==> config.mk <==
export PLATFORM = sky130hd
export DESIGN_NAME = pcsr_ctl_reg
export DESIGN_NICKNAME = d
export VERILOG_FILES = /design/src/rtl/pcsr_pkg.sv /design/src/rtl/pcsr_addr_match.sv /design/src/rtl/pcsr_bit_cell.sv /design/src/rtl/pcsr_rd_pack.sv /design/src/rtl/pcsr_ctl_reg.sv
export SDC_FILE = /design/constraint.sdc
export NUM_CORES = 1
export LEC_CHECK = 0
export BUFFER_PORTS_ARGS = -buffer_cell sky130_fd_sc_hd__buf_2
export CAP_MARGIN = 40
export CELL_PAD_IN_SITES_DETAIL_PLACEMENT = 0
export CELL_PAD_IN_SITES_GLOBAL_PLACEMENT = 1
export CORE_ASPECT_RATIO = 1.2
export CORE_MARGIN = 2
export CORE_UTILIZATION = 23
export CTS_BUF_LIST = sky130_fd_sc_hd__clkbuf_16
export DETAILED_ROUTE_END_ITERATION = 8
export GPL_TIMING_DRIVEN = 0
export PLACE_DENSITY = 0.79
export RECOVER_POWER = 25
export SLEW_MARGIN = 15
export SYNTH_ARGS = -nofsm -noshare
export SYNTH_HDL_FRONTEND = slang
export SYNTH_SLANG_ARGS = --single-unit
==> constraint.sdc <==
create_clock -name clk -period 1.15 [get_ports clk]
set_input_delay 0.1725 -clock clk [delete_from_list [all_inputs] [get_ports clk]]
set_output_delay 0.1725 -clock clk [all_outputs]
set_load 0.02 [all_outputs]
==> src/rtl/pcsr_pkg.sv <==
package pcsr_pkg;

   // Ownership class of one register bit
   typedef enum logic [2:0] {
      BK_RSVD,       // no storage, reads 0
      BK_SW,         // software set/clear, power-up reset clears
      BK_SW_HWCLR,   // software set, hardware acknowledge clears
      BK_HW_SWCLR,   // hardware set, software clear, hardware wins
      BK_CARD_CLR,   // software set/clear, card reset clears
      BK_CARD_SET    // software set/clear, card reset sets
   } bit_kind_e;

   // Bit positions decoded by host software
   localparam int unsigned IDX_IRQ10  = 15;
   localparam int unsigned IDX_IRQ12  = 14;
   localparam int unsigned IDX_IRQ15  = 13;
   localparam int unsigned IDX_NMI    = 12;
   localparam int unsigned IDX_ALIGN  = 11;
   localparam int unsigned IDX_MEMERR = 3;
   localparam int unsigned IDX_SYSIRQ = 2;
   localparam int unsigned IDX_HALT   = 1;
   localparam int unsigned IDX_CPURST = 0;

   function automatic bit_kind_e kind_of(input int unsigned idx);
      case (idx)
         IDX_IRQ10, IDX_IRQ12, IDX_IRQ15, IDX_CPURST: return BK_SW;
         IDX_NMI:                                    return BK_SW_HWCLR;
         IDX_ALIGN, IDX_MEMERR:                      return BK_HW_SWCLR;
         IDX_SYSIRQ:                                 return BK_CARD_CLR;
         IDX_HALT:                                   return BK_CARD_SET;
         default:                                    return BK_RSVD;
      endcase
   endfunction

endpackage

==> src/rtl/pcsr_addr_match.sv <==
module pcsr_addr_match #(
   parameter int unsigned ADDR_W = 4,
   parameter int unsigned IDX    = 0
) (
   input  logic              wr_en,
   input  logic [ADDR_W-1:0] wr_addr,
   output logic              hit
);
   if (IDX >= (1 << ADDR_W)) begin : g_bad_idx
      $error("pcsr_addr_match: IDX does not fit in ADDR_W");
   end

   assign hit = wr_en && (wr_addr == ADDR_W'(IDX));
endmodule

==> src/rtl/pcsr_bit_cell.sv <==
module pcsr_bit_cell #(
   parameter pcsr_pkg::bit_kind_e KIND = pcsr_pkg::BK_SW
) (
   input  logic clk,
   input  logic pwr_rst,
   input  logic card_rst,
   input  logic wr_hit,
   input  logic wr_val,
   input  logic hw_set,
   input  logic hw_clr,
   output logic q
);
   import pcsr_pkg::*;

   localparam logic RST_VAL  = (KIND == BK_CARD_SET);
   localparam logic CARD_DOM = (KIND == BK_CARD_CLR) || (KIND == BK_CARD_SET);

   if (KIND == BK_RSVD) begin : g_bad_kind
      $error("pcsr_bit_cell: reserved bits carry no storage cell");
   end

   // Priority: power-up reset, card reset (own domain), hardware set,
   // software write, hardware clear
   always_ff @(posedge clk) begin
      if (pwr_rst)                 q <= RST_VAL;
      else if (CARD_DOM && card_rst) q <= RST_VAL;
      else if (hw_set)             q <= 1'b1;
      else if (wr_hit)             q <= wr_val;
      else if (hw_clr)             q <= 1'b0;
   end
endmodule

==> src/rtl/pcsr_rd_pack.sv <==
module pcsr_rd_pack #(
   parameter int unsigned REG_W  = 16,
   parameter int unsigned DATA_W = 32
) (
   input  logic [REG_W-1:0]  bits,
   output logic [DATA_W-1:0] rd_data
);
   if (DATA_W > REG_W) begin : g_wide
      assign rd_data = {{(DATA_W-REG_W){1'b0}}, bits};
   end else begin : g_exact
      assign rd_data = bits;
   end
endmodule

==> src/rtl/pcsr_ctl_reg.sv <==
module pcsr_ctl_reg #(
   parameter  int unsigned REG_W  = 16,
   parameter  int unsigned DATA_W = 32,
   localparam int unsigned ADDR_W = $clog2(REG_W)
) (
   input  logic              clk,
   input  logic              pwr_rst,
   input  logic              card_rst,
   input  logic              wr_en,
   input  logic [ADDR_W-1:0] wr_addr,
   input  logic              wr_val,
   output logic [DATA_W-1:0] rd_data,
   input  logic              nmi_ack,
   input  logic              align_fault,
   input  logic              membus_fault,
   output logic              irq_lvl10,
   output logic              irq_lvl12,
   output logic              irq_lvl15,
   output logic              nmi_req,
   output logic              sys_irq15,
   output logic              halt_req,
   output logic              cpu_reset_req
);
   import pcsr_pkg::*;

   if (REG_W != 16) begin : g_bad_reg_w
      $error("pcsr_ctl_reg: bit map is defined for a 16-bit register");
   end
   if (DATA_W < REG_W) begin : g_bad_data_w
      $error("pcsr_ctl_reg: data bus narrower than register");
   end

   logic [REG_W-1:0] bits;

   for (genvar i = 0; i < REG_W; i++) begin : g_bit
      localparam bit_kind_e KIND = kind_of(i);
      if (KIND == BK_RSVD) begin : g_rsvd
         assign bits[i] = 1'b0;
      end else begin : g_cell
         logic hit, hs, hc;

         pcsr_addr_match #(.ADDR_W(ADDR_W), .IDX(i)) u_match (
            .wr_en   (wr_en),
            .wr_addr (wr_addr),
            .hit     (hit)
         );

         assign hs = (i == IDX_ALIGN)  ? align_fault  :
                     (i == IDX_MEMERR) ? membus_fault : 1'b0;
         assign hc = (i == IDX_NMI)    ? nmi_ack      : 1'b0;

         pcsr_bit_cell #(.KIND(KIND)) u_cell (
            .clk      (clk),
            .pwr_rst  (pwr_rst),
            .card_rst (card_rst),
            .wr_hit   (hit),
            .wr_val   (wr_val),
            .hw_set   (hs),
            .hw_clr   (hc),
            .q        (bits[i])
         );
      end
   end

   pcsr_rd_pack #(.REG_W(REG_W), .DATA_W(DATA_W)) u_rd (
      .bits    (bits),
      .rd_data (rd_data)
   );

   assign irq_lvl10     = bits[IDX_IRQ10];
   assign irq_lvl12     = bits[IDX_IRQ12];
   assign irq_lvl15     = bits[IDX_IRQ15];
   assign nmi_req       = bits[IDX_NMI];
   assign sys_irq15     = bits[IDX_SYSIRQ];
   assign halt_req      = bits[IDX_HALT];
   assign cpu_reset_req = bits[IDX_CPURST];
endmodule

==> results by group <==
Layout
  – # nets final: 145
  – Max FFs per register: 9
  – Finished Layout Cells: 166
  – Ant. Diodes: 0
  – Filler cell count: 306
  – Synthesis-to-layout area growth: 49.9%
  – Post-Layout Inst Area: 1010 sq um
  – Layout cell share with drive strength beyond 1: about 47%
  – Most flop-heavy register: g_bit.g_cell.u_cell.q
  – Largest registers: g_bit.g_cell.u_cell.q: 9 flops

Place
  – Dpl hpwl: 1.20 mm
  – Placer Congestion: 0.705
  – Placed cell count: 162
  – Dpl cell area: 930 sq um
  – Port bufs: 26

Pwr
  – Total Power: around 1.2 mW
  – Peak supply drop: 0.380 mV
  – Power density over the cells: 1150 nW/um^2
  – Leak: 0.562 nW

Logic synthesis
  – Most area-consuming cells after synthesis: buf_4 (36%), dfxtp_1 (27%), nand2b_1 (4.6%), mux2i_1 (4.5%), nor2b_1 (2.8%)
  – Synth area leader: buf_4
  – Post-synth cell types: 25
  – Syn Std Cell Area: 674 sq um
  – Yosys warns: 0
  – Post-synthesis register bit count: 9
  – Share of the synthesized area in the top cell type: about 36%
  – Syn Area/Cell: ~8.4 sq um
  – Sequential share of the synthesized area: 26.7%
  – Syn Inst Count: 80

Drt
  – Drt total wl: 1.43 mm
  – Via density: between 3 and 4
  – First-pass detailed-route iteration total: 2
  – DR WL/cell: 8.64 microns
  – Initial DRC count: 3
  – Drt drc: 0
  – Vias: 623
  – Final ANT Viol Nets: 0

Die
  – Initial Util: approximately a quarter
  – Die X: 53.4 microns
  – Io pins: a little over 50
  – Die Ht: 63.3 microns
  – Die ar.: 3380 sq um
  – Core box area: 2790 sq um
  – Rows: 21

Clock network
  – Worst-path clk slew: around 40 ps
  – Clock latency on the worst-skew pair: 240 ps
  – Clk buf depth: 2
  – Clock sink count: 9
  – CTS tree: built
  – H-tree lvl count: 1
  – Root buffer cell: clkbuf_16
  – Hold Buf Count CTS: 0
  – TritonCTS Buffers: 3

Worst hold path
  – Hold Path Class: in -> reg

Run status
  – Status: finished, final reports clean

Critical path
  – Crit end category: register
  – Startpoint Class: input pin
  – Crit Path Class: in -> reg
  – Data required time at the worst endpoint: around 1300 ps
  – Critical Path Fanout Max: 4
  – Worst path arrival time: 1250 ps

Run
  – Max Cap Viol: 0

STA
  – Final Critical Period: 1090 ps
  – Period utilization: 94.5%
  – Max-slew violation count: 0
  – Worst Hold Slack: 107 ps
  – Max Clock Skew: 0 ps
  – Fmax: 921 MHz
  – # setup viols final: 0
  – RSZ-0062 raised after global routing: no
  – Final Hold Vio Count: 0

Global routing
  – Largest net degree at the start of global routing: 11
  – First-pass GRT wire length: 2.13 mm
  – GRT Util Overall: under 10%
  – Vias in the first global route: 531
  – Total global routing overflow: 0
  – Initial antenna violation count: 0
path summary, 6_finish.rpt:
check                                              start                                endpoint  slack (ps)  cells past startpoint
setup reg to reg  g_bit[12].g_cell.u_cell.q$_SDFFE_PP0P_  g_bit[12].g_cell.u_cell.q$_SDFFE_PP0P_         180                      2
setup / recovery                              wr_addr[3]   g_bit[0].g_cell.u_cell.q$_SDFFE_PP0P_          60                      4
hold reg to reg   g_bit[11].g_cell.u_cell.q$_SDFFE_PP0P_  g_bit[11].g_cell.u_cell.q$_SDFFE_PP0P_         470                      2
hold / removal                                  card_rst   g_bit[2].g_cell.u_cell.q$_SDFFE_PP0P_         110                      2
cell usage after synthesis:
master    number
inv_1          2
nand3_1        2
a211oi_1       1
or3b_1         1
nor3b_1        1
dfxtp_1        9
a21oi_1        3
mux2i_1        3
nor2b_1        3
nand2b_1       5
a41oi_1        1
o31ai_1        2
or3b_2         1
a21bo_2        1
clkbuf_1       1
buf_4         32
o21ai_0        3
or4_1          1
a2111o_1       1
o31a_1         1
and3_1         1
conb_1         1
nand4_1        1
nor3_1         1
nand2_1        2
layout make-up:
type | instances | area [sq um] | area share (%)
buffer | 33 | 244 | 24.1
clock buffer | 3 | 75.1 | 7.43
clock inverter | 1 | 3.75 | 0.371
inverter | 2 | 7.51 | 0.743
multi-input combinational | 58 | 330 | 32.7
sequential | 9 | 180 | 17.8
tap | 34 | 42.5 | 4.21
timing repair buffer | 26 | 128 | 12.6
critical path, cell delays in order:
cell and delay, ps:
clkbuf_1 120, or3b_1 430, or4_1 410, a21oi_1 120
cells by family after synthesis:
family,after synthesis,synth area share (%)
buffers and inverters,35,37.3
muxes,3,4.45
AOI/OAI and AO/OA,13,13.5
DFF,9,26.7
other,1,0.556
and+or+nand+nor,19,17.4
layout by cell type, fill, tap and decap left out:
cell type,netlist,final
buf_4,32,32
buf_2,0,24
conb_1,1,23
dfxtp_1,9,9
nand2b_1,5,5
clkbuf_1,1,3
nor2b_1,3,3
o21ai_0,3,3
a21oi_1,3,3
mux2i_1,3,3
inv_1,2,3
clkbuf_16,0,3
nand3_1,2,2
nand2_1,2,2
o31ai_1,2,2
nor3b_2,0,1
and3_1,1,1
a2111o_1,1,1
a21bo_2,1,1
a211oi_1,1,1
or3b_1,1,1
a41oi_1,1,1
or3b_2,1,1
nor3_1,1,1
or4_1,1,1
nand4_1,1,1
o31a_1,1,1
per-stage QoR:
stage | setup WS [ps] | TNS [ps] | utilization (%)
after floorplan | 19.7 | 0 | -
after global placement | -213 | -375 | 33.4
after detailed placement | -292 | -632 | 33.4
after CTS | 78.1 | 0 | 36.4
after global routing | 32.4 | 0 | 36.3
final | 63.8 | 0 | 36.3
what timing repair did:
item | CTS | global route
buffers inserted | 0 | 0
setup endpoints to repair | 1 | 0
resized for setup | 1 | 0
where the power goes:
part / total (mW) / internal, mW / switching (mW)
Combinational: 0.229 / 0.0959 / 0.133
Sequential: 0.325 / 0.321 / 0.00385
Clock: 0.606 / 0.454 / 0.152
Total: 1.16 / 0.872 / 0.289
layer usage:
metal  GRT usage, %  vias up  routed length [microns]
li1               -      320                        -
met5              0        -                        0
met1           8.59      268                      512
met4           7.69        0                       47
met2           14.4       30                      710
met3           3.08        5                      163
Note: power is estimated with default switching activity, not from simulation.
